--- src/rtl/mbx_pkg.sv ---
// Shared constants and the decoded-message type for the mailbox bank.
// Assumes a 32-bit word made of two 16-bit halves with the same layout.
package mbx_pkg;
    localparam int WORD_W   = 32;
    localparam int HALF_W   = WORD_W / 2;
    localparam int INT_POS  = 0;
    localparam int ORG_POS  = 1;
    localparam int TYPE_LSB = 2;
    localparam int TYPE_W   = 4;
    localparam int DATA_LSB = TYPE_LSB + TYPE_W;
    localparam int DATA_W   = HALF_W - DATA_LSB;

    typedef struct packed {
        logic              valid;
        logic [TYPE_W-1:0] kind;
        logic [DATA_W-1:0] data;
    } msg_t;
endpackage

--- src/rtl/mbx_half.sv ---
// One half of a mailbox word, with two writers and an owner-priority merge.
// Assumes the owner's write beats the other side's write in the same cycle.
module mbx_half #(
    parameter int W = 16
) (
    input  logic         clk,
    input  logic         rst_n,
    input  logic         own_we,
    input  logic [W-1:0] own_d,
    input  logic         oth_we,
    input  logic [W-1:0] oth_d,
    output logic [W-1:0] q
);
    // Store the owner's write, else the other side's write, else hold.
    always_ff @(posedge clk) begin
        if (!rst_n)
            q <= '0;
        else if (own_we)
            q <= own_d;
        else if (oth_we)
            q <= oth_d;
    end

    assert_owner_wins_R10: assert property (@(posedge clk) disable iff (!rst_n)
        (own_we && oth_we) |=> (q == $past(own_d)));

    assert_hold_R2: assert property (@(posedge clk) disable iff (!rst_n)
        (!own_we && !oth_we) |=> $stable(q));

    assert_ack_drops_R5: assert property (@(posedge clk) disable iff (!rst_n)
        ((own_we && !own_d[0]) || (!own_we && oth_we && !oth_d[0])) |=> !q[0]);
endmodule

--- src/rtl/mbx_decode.sv ---
// Splits one stored half into a valid flag, a type and data.
// Assumes valid needs both the interrupt bit and the origin flag set.
module mbx_decode
    import mbx_pkg::*;
(
    input  logic [HALF_W-1:0] half,
    output msg_t              msg
);
    // Extract the fields and qualify them with the origin flag.
    always_comb begin
        msg.valid = half[INT_POS] & half[ORG_POS];
        msg.kind  = half[TYPE_LSB +: TYPE_W];
        msg.data  = half[DATA_LSB +: DATA_W];
    end
endmodule

--- src/rtl/mbx_entry.sv ---
// One mailbox word: the host owns the lower half and the function owns the upper.
// Assumes host_we is already qualified by the host's index match.
module mbx_entry
    import mbx_pkg::*;
(
    input  logic              clk,
    input  logic              rst_n,
    input  logic              host_we,
    input  logic [1:0]        host_be,
    input  logic [WORD_W-1:0] host_d,
    input  logic              fn_we,
    input  logic [1:0]        fn_be,
    input  logic [WORD_W-1:0] fn_d,
    output logic [WORD_W-1:0] word,
    output msg_t              lo_msg,
    output msg_t              hi_msg
);
    for (genvar h = 0; h < 2; h++) begin : g_half
        logic              own_we;
        logic              oth_we;
        logic [HALF_W-1:0] own_d;
        logic [HALF_W-1:0] oth_d;
        if (h == 0) begin : g_lo
            assign own_we = host_we & host_be[0];
            assign own_d  = host_d[HALF_W-1:0];
            assign oth_we = fn_we & fn_be[0];
            assign oth_d  = fn_d[HALF_W-1:0];
        end else begin : g_hi
            assign own_we = fn_we & fn_be[1];
            assign own_d  = fn_d[WORD_W-1:HALF_W];
            assign oth_we = host_we & host_be[1];
            assign oth_d  = host_d[WORD_W-1:HALF_W];
        end
        mbx_half #(.W(HALF_W)) u_half (
            .clk    (clk),
            .rst_n  (rst_n),
            .own_we (own_we),
            .own_d  (own_d),
            .oth_we (oth_we),
            .oth_d  (oth_d),
            .q      (word[h*HALF_W +: HALF_W])
        );
    end

    mbx_decode u_dec_lo (.half(word[HALF_W-1:0]),      .msg(lo_msg));
    mbx_decode u_dec_hi (.half(word[WORD_W-1:HALF_W]), .msg(hi_msg));

    assert_both_halves_R9: assert property (@(posedge clk) disable iff (!rst_n)
        (host_we && host_be == 2'b01 && fn_we && fn_be == 2'b10)
        |=> (word == {$past(fn_d[WORD_W-1:HALF_W]), $past(host_d[HALF_W-1:0])}));

    assert_isolation_R3: assert property (@(posedge clk) disable iff (!rst_n)
        (!host_we && !fn_we) |=> $stable(word));
endmodule

--- src/rtl/mbx_bank.sv ---
// Bank of split-direction mailbox words: one host port and one port per function.
// Assumes 1 <= NUM_FN <= 16; a host index at or above NUM_FN selects no word.
module mbx_bank
    import mbx_pkg::*;
#(
    parameter int NUM_FN = 4,
    localparam int IDX_W = (NUM_FN > 1) ? $clog2(NUM_FN) : 1
) (
    input  logic                       clk,
    input  logic                       rst_n,
    input  logic                       host_we,
    input  logic [IDX_W-1:0]           host_idx,
    input  logic [1:0]                 host_be,
    input  logic [WORD_W-1:0]          host_wdata,
    output logic [WORD_W-1:0]          host_rdata,
    input  logic [NUM_FN-1:0]          fn_we,
    input  logic [2*NUM_FN-1:0]        fn_be,
    input  logic [WORD_W*NUM_FN-1:0]   fn_wdata,
    output logic [WORD_W*NUM_FN-1:0]   fn_rdata,
    output logic [NUM_FN-1:0]          fn_irq,
    output logic [NUM_FN-1:0]          host_irq,
    output logic [NUM_FN-1:0]          to_fn_valid,
    output logic [TYPE_W*NUM_FN-1:0]   to_fn_type,
    output logic [DATA_W*NUM_FN-1:0]   to_fn_data,
    output logic [NUM_FN-1:0]          to_host_valid,
    output logic [TYPE_W*NUM_FN-1:0]   to_host_type,
    output logic [DATA_W*NUM_FN-1:0]   to_host_data
);
    logic [WORD_W-1:0] words [NUM_FN];

    for (genvar i = 0; i < NUM_FN; i++) begin : g_ent
        logic host_sel;
        msg_t lo_msg;
        msg_t hi_msg;

        assign host_sel = host_we && (host_idx == IDX_W'(i));

        mbx_entry u_ent (
            .clk     (clk),
            .rst_n   (rst_n),
            .host_we (host_sel),
            .host_be (host_be),
            .host_d  (host_wdata),
            .fn_we   (fn_we[i]),
            .fn_be   (fn_be[2*i +: 2]),
            .fn_d    (fn_wdata[WORD_W*i +: WORD_W]),
            .word    (words[i]),
            .lo_msg  (lo_msg),
            .hi_msg  (hi_msg)
        );

        assign fn_rdata[WORD_W*i +: WORD_W] = words[i];
        assign fn_irq[i]                    = words[i][INT_POS];
        assign host_irq[i]                  = words[i][HALF_W + INT_POS];
        assign to_fn_valid[i]               = lo_msg.valid;
        assign to_fn_type[TYPE_W*i +: TYPE_W]   = lo_msg.kind;
        assign to_fn_data[DATA_W*i +: DATA_W]   = lo_msg.data;
        assign to_host_valid[i]             = hi_msg.valid;
        assign to_host_type[TYPE_W*i +: TYPE_W] = hi_msg.kind;
        assign to_host_data[DATA_W*i +: DATA_W] = hi_msg.data;
    end

    // Select the word addressed by the host index for the host read port.
    always_comb begin
        host_rdata = '0;
        for (int i = 0; i < NUM_FN; i++)
            if (host_idx == IDX_W'(i))
                host_rdata = words[i];
    end
endmodule

--- config.mk ---
export PLATFORM = sky130hd
export DESIGN_NAME = mbx_bank
export DESIGN_NICKNAME = d
export VERILOG_FILES = /design/src/rtl/mbx_pkg.sv /design/src/rtl/mbx_half.sv /design/src/rtl/mbx_decode.sv /design/src/rtl/mbx_entry.sv /design/src/rtl/mbx_bank.sv
export SDC_FILE = /design/constraint.sdc
export NUM_CORES = 1
export LEC_CHECK = 0
export BUFFER_PORTS_ARGS = -buffer_cell sky130_fd_sc_hd__buf_4
export CAP_MARGIN = 30
export CORE_AREA = 2 2 181 183
export DETAILED_ROUTE_END_ITERATION = 8
export DIE_AREA = 0 0 183 185
export GPL_ROUTABILITY_DRIVEN = 0
export PLACE_DENSITY = 0.52
export RECOVER_POWER = 25
export REMOVE_ABC_BUFFERS = 1
export SYNTH_ARGS = -nofsm -noshare
export SYNTH_HDL_FRONTEND = slang
export SYNTH_HIERARCHICAL = 1
export SYNTH_SLANG_ARGS = --single-unit
--- constraint.sdc ---
create_clock -name clk -period 4 [get_ports clk]
set_input_delay 0.2 -clock clk [delete_from_list [all_inputs] [get_ports clk]]
set_output_delay 0.2 -clock clk [all_outputs]
set_load 0.02 [all_outputs]
==> results.json, run 1 <==
{
  "hold_start": "fn_wdata[55]",
  "initial_core_util_pct": 27.2,
  "clock_latency_ns": 0.43,
  "grt_max_degree": 47,
  "peakVddDrop_mv": 0.283,
  "die_x_um": 183,
  "layout_commonest_cell": "buf_4",
  "drtPass1Iterations": 4,
  "grt_usage_pct": 19.2,
  "synth_area_per_cell_um2": 11.5,
  "port_buffers": 466,
  "placedInstanceArea_um2": 11500,
  "r2r_slack_ns": 2.95,
  "cp-end-kind": "primary output",
  "postLayoutCellArea_um2": 11700,
  "syn_to_final_growth_pct": 34.1,
  "overflow": 0,
  "largestRegisters": "g_ent.u_ent/g_half.u_half/q x128",
  "nets": 1254,
  "cts_tree": "yes",
  "synth_warnings": 6,
  "status": "completed",
  "routed_wl_mm": 33.6,
  "ys_types": 17,
  "grt_pass1_wl_mm": 47.4,
  "die_y_um": 185,
  "ctsResizeCount": 0,
  "r2r_cells": 2,
  "vias_per_cell": 4.76,
  "layout_min_cycle_time_ns": 2.03,
  "fillers": 3401,
  "r2r_start": "g_ent[1].u_ent/g_half[1].u_half/q[3]",
  "finalHoldViolations": 0,
  "largest_register": "g_ent.u_ent/g_half.u_half/q",
  "dp_hpwl_mm": 24.6,
  "core.rowCount": 66,
  "antenna_found_initial": 0,
  "ctsLongestPathBuffers": 2,
  "drive_above_1_share_pct": 51.9,
  "ctsHtreeMaxLevel": 4,
  "drv_slew": 0,
  "cts.sinks": 128,
  "clockRootBuffer": "clkbuf_16",
  "worst_pin_slew_ns": 0.925,
  "rsz0062_at_grt": "false",
  "power.total_mw": 4.23,
  "leakage_nw": 6.35,
  "cts_setup_buffers": 0,
  "finClkSkew_ns": 0,
  "path_class": "input port to primary output",
  "drc": 0,
  "finalCritPeriodShare_pct": 50.7,
  "vias": 7119,
  "regArea_um2": 2560,
  "cap_violations": 0,
  "r2r-end": "g_ent[1].u_ent/g_half[1].u_half/q[3]",
  "cts_hold_buf": 0,
  "netlist_area_um2": 8720,
  "cts_buffers": 17,
  "multi_input_area_um2": 4750,
  "drt_iter0_markers": 267,
  "cts.clk_slew.worst_paths_ns": 0.06,
  "largest_register_ff_count": 128,
  "layout_common_cells": "buf_4, o211a_1, dfxtp_1, nand2b_1, clkbuf_1",
  "arrival_ns": 1.83,
  "whs_path_depth": 3,
  "ios": 467,
  "fmaxAchievable_ghz": 0.493,
  "syn_inst": 756,
  "slew_headroom_pct": 38.3,
  "ys_seq_area_share_pct": 29.4,
  "num_antenna_cells": 0,
  "ant_nets": 0,
  "core_um2": 32000,
  "hold_end": "g_ent[1].u_ent/g_half[1].u_half/q[7]",
  "wl_per_cell_um": 22.5,
  "cp-start-kind": "input port",
  "fin_tns_setup_ns": 0,
  "first_global_vias": 7036,
  "die_area_um2": 33900,
  "hp-class": "input port to flip-flop",
  "p_per_area_nw_per_um2": 362,
  "critical_path.max_fanout": 21,
  "cp.required_ns": 3.80,
  "setup_viol": 0,
  "ys_seq_elements": 128
}
==> how the worst max path moves through the flow <==
stage	startpoint	to	slack (ns)	depth (start not counted)
after CTS	host_idx[0]	host_rdata[24]	1.93	4
after detailed placement	host_idx[1]	g_ent[3].u_ent/g_half[0].u_half/q[15]	1.67	6
after global placement	host_idx[1]	g_ent[2].u_ent/g_half[0].u_half/q[3]	1.71	6
after global routing	host_idx[0]	host_rdata[31]	1.86	4
after floorplan	host_idx[1]	g_ent[0].u_ent/g_half[1].u_half/q[0]	2.30	4
final	host_idx[0]	host_rdata[31]	1.97	4
==> per-stage QoR <==
step | util [%] | worst slack [ns] | hold WS [ns] | cells
after floorplan | - | 2.30 | 0.333 | 572
after global placement | 35.7 | 1.71 | 0.514 | 1461
after detailed placement | 35.9 | 1.67 | 0.521 | 1464
after CTS | 37.7 | 1.93 | 0.0613 | 1495
after global routing | 36.5 | 1.86 | 0.0710 | 1495
final | 36.5 | 1.97 | 0.0883 | 1495
==> cells in the mapped netlist <==
master,instances,share of area [%]
dfxtp_1,128,29
o211a_1,128,15
buf_4,120,10
nand2b_1,120,8.6
mux2_4,80,14
mux2_2,48,6.2
mux4_2,28,7.2
and2_1,24,1.7
clkbuf_1,24,1.0
buf_2,20,1.1
buf_12,10,2.3
buf_6,10,1.3
or2b_1,8,0.69
mux4_1,4,1.2
and3b_1,2,0.20
and3_1,1,0.072
nor3b_1,1,0.086
==> per-layer routing <==
metal	vias to the layer above	global-route usage [%]	wire, um
met1	3534	23.5	14100
met4	0	5.95	548
li1	3249	-	-
met5	-	0	0
met2	317	33.3	16500
met3	19	4.60	2410
==> area by class of cell <==
class / count / area share (%)
multi-input combinational: 444 / 40.6
timing repair buffer: 484 / 28.1
clock inverter: 6 / 0.685
tap: 408 / 4.37
clock buffer: 25 / 4.24
sequential: 128 / 21.9
==> critical path, cell delays in order <==
cell and delay [ns]:
buf_4 0.36, buf_4 0.46, mux4_1 0.60, buf_4 0.17
==> logic make-up (layout without fill, tap and decap cells) <==
logic type,Yosys count,after routing,synth area share (%)
compound gates,128,128,14.7
flops,128,128,29.4
buf+inv,184,515,16.1
simple gates,156,156,11.4
mux,160,160,28.4
==> where the power goes <==
part / internal [mW] / switching (mW) / leakage, nW
combinational: 0.579 / 0.565 / 5.00
clock: 0.977 / 0.611 / 0.287
sequential: 1.37 / 0.128 / 1.06
total: 2.92 / 1.30 / 6.35
(Power assumes the default switching activity.)
==> run 2: changes to the inputs <==
- PLACE_DENSITY: 0.52 -> 0.54
- clock period: 4 -> 1.8 ns (I/O delays scaled with it)
==> run 2 against run 1 <==
Sequential power grew 120%. First-iteration DRC count shrank 9.7%. Routed wire length shrank 2.5%. Non-clock buffer count grew 79. Flip-flop and latch count is the same. Utilization grew 4.1 points. Global-route usage shrank 0.82 points. Critical path depth grew 1. Register-to-register slack lost 2.6 ns. Combinational power grew 150%. Sequential share of layout area shrank 2.2 points. Clock skew is the same. Largest cell class unchanged.
==> results.json, run 2 (synthesized netlist as in run 1, its figures left out) <==
{
  "status": "completed",
  "setup_viol": 0,
  "vias_per_cell": 4.73,
  "cts.sinks": 128,
  "cap_violations": 0,
  "layout_min_cycle_time_ns": 1.70,
  "die_x_um": 183,
  "slew_headroom_pct": 59.9,
  "worst_slack_ns": 0.101,
  "drv_slew": 0,
  "cp.required_ns": 2.16,
  "regArea_um2": 2560,
  "finalHoldViolations": 0,
  "ant_nets": 0,
  "finClkSkew_ns": 0,
  "drive_above_1_share_pct": 57.6,
  "cp-start-kind": "input port",
  "drt_iter0_markers": 241,
  "leakage_nw": 7.12,
  "drc": 0,
  "port_buffers": 466,
  "worst_pin_slew_ns": 0.601,
  "routed_wl_mm": 32.8,
  "syn_to_final_growth_pct": 49.1,
  "largest_register_ff_count": 128,
  "layout_common_cells": "buf_4, o211a_1, dfxtp_1, nand2b_1, mux2_4",
  "clock_latency_ns": 0.42,
  "multi_input_area_um2": 4750,
  "cts.clk_slew.worst_paths_ns": 0.07,
  "peakVddDrop_mv": 0.565,
  "critical_path.max_fanout": 64,
  "ctsLongestPathBuffers": 2,
  "hp-class": "input port to flip-flop",
  "path_class": "input port to flip-flop",
  "cts_buffers": 17,
  "p_per_area_nw_per_um2": 765,
  "grt_max_degree": 65,
  "core_um2": 32000,
  "finalCritPeriodShare_pct": 94.4,
  "fin_tns_setup_ns": 0,
  "nets": 1333,
  "fillers": 3190,
  "clockRootBuffer": "clkbuf_16",
  "largest_register": "g_ent.u_ent/g_half.u_half/q",
  "antenna_found_initial": 0,
  "vias": 7452,
  "postLayoutCellArea_um2": 13000,
  "die_y_um": 185,
  "layout_commonest_cell": "buf_4",
  "grt_usage_pct": 18.4,
  "num_antenna_cells": 0,
  "cts_tree": "yes",
  "arrival_ns": 2.06,
  "ctsResizeCount": 0,
  "fmaxAchievable_ghz": 0.588,
  "wl_per_cell_um": 20.8,
  "dp_hpwl_mm": 24.3,
  "dp_slack_ns": 0.234,
  "placedInstanceArea_um2": 11700,
  "cts_setup_buffers": 0,
  "core.rowCount": 66,
  "rsz0062_at_grt": "false",
  "largestRegisters": "g_ent.u_ent/g_half.u_half/q x128",
  "grt_pass1_wl_mm": 46.9,
  "overflow": 0,
  "die_area_um2": 33900,
  "ctsHtreeMaxLevel": 4,
  "ios": 467,
  "drtPass1Iterations": 4,
  "initial_core_util_pct": 27.2,
  "cp-end-kind": "flip-flop",
  "first_global_vias": 7438,
  "power.total_mw": 9.94
}
## run 2: cell count changes in the layout (fill, tap and decap cells not counted), moves of 2 or more
| cell | change |
|---|---|
| clkbuf_1 | -99 |
| buf_4 | +94 |
| dlygate4sd3_1 | +71 |
| buf_12 | +14 |
| clkbuf_8 | -4 |
| clkinv_2 | -3 |
| inv_6 | +3 |
| and2_1 | -2 |
| and2_2 | +2 |
| buf_16 | -2 |
| bufinv_16 | +2 |
| clkinv_4 | +2 |
| clkinvlp_4 | +2 |
## run 2: power breakdown
group / internal, mW / switching, mW / leakage (nW)
Clock: 2.33 / 1.46 / 0.294
Sequential: 3.04 / 0.286 / 1.06
Combinational: 1.53 / 1.29 / 5.77
Total: 6.90 / 3.04 / 7.12
## run 2: cell type report
type | count | share of cell area (%)
Clock buffer | 19 | 3.33
Clock inverter | 12 | 1.42
Multi-Input combinational cell | 444 | 36.6
Sequential cell | 128 | 19.7
Tap cell | 408 | 3.93
Timing Repair Buffer | 563 | 35.0
## run 2: worst max-delay path, cell delays in order
cell and delay (ns):
dlygate4sd3_1 0.53, clkbuf_1 0.31, buf_12 0.32, o211a_1 0.20, dlygate4sd3_1 0.53
## run 2: through the flow
step | utilization [%] | hold WS (ns) | cells
2_1_floorplan | - | 0.223 | 572
3_5_place_dp | 36.5 | 0.391 | 1472
3_3_place_gp | 36.5 | 0.391 | 1472
4_1_cts | 40.6 | 0.000301 | 1573
6_report | 40.6 | 0.0201 | 1574
5_1_grt | 40.6 | 0.00181 | 1574
## run 2: timing repair
| action | in CTS | in global routing |
|---|---|---|
| setup endpoints to repair | 0 | 0 |
| hold buffers | 70 | 1 |
| endpoints found under the hold margin | 71 | 1 |
## run 2: metal layers
metal,track usage [%],vias up,routed length [um]
met1,22.8,3714,14200
met3,4.07,15,2020
met2,32.7,318,16200
met5,0,-,0
met4,3.52,0,304
li1,-,3405,-
## run 2: final timing paths
| kind | endpoint | slack, ns | from | depth (start not counted) |
|---|---|---|---|---|
| max | g_ent[3].u_ent/g_half[0].u_half/q[9] | 0.10 | rst_n | 5 |
| min | g_ent[2].u_ent/g_half[0].u_half/q[2] | 0.02 | host_wdata[2] | 3 |
| max reg2reg | g_ent[0].u_ent/g_half[0].u_half/q[0] | 0.32 | g_ent[0].u_ent/g_half[0].u_half/q[0] | 3 |
| min reg2reg | g_ent[1].u_ent/g_half[0].u_half/q[8] | 0.67 | g_ent[1].u_ent/g_half[0].u_half/q[8] | 2 |
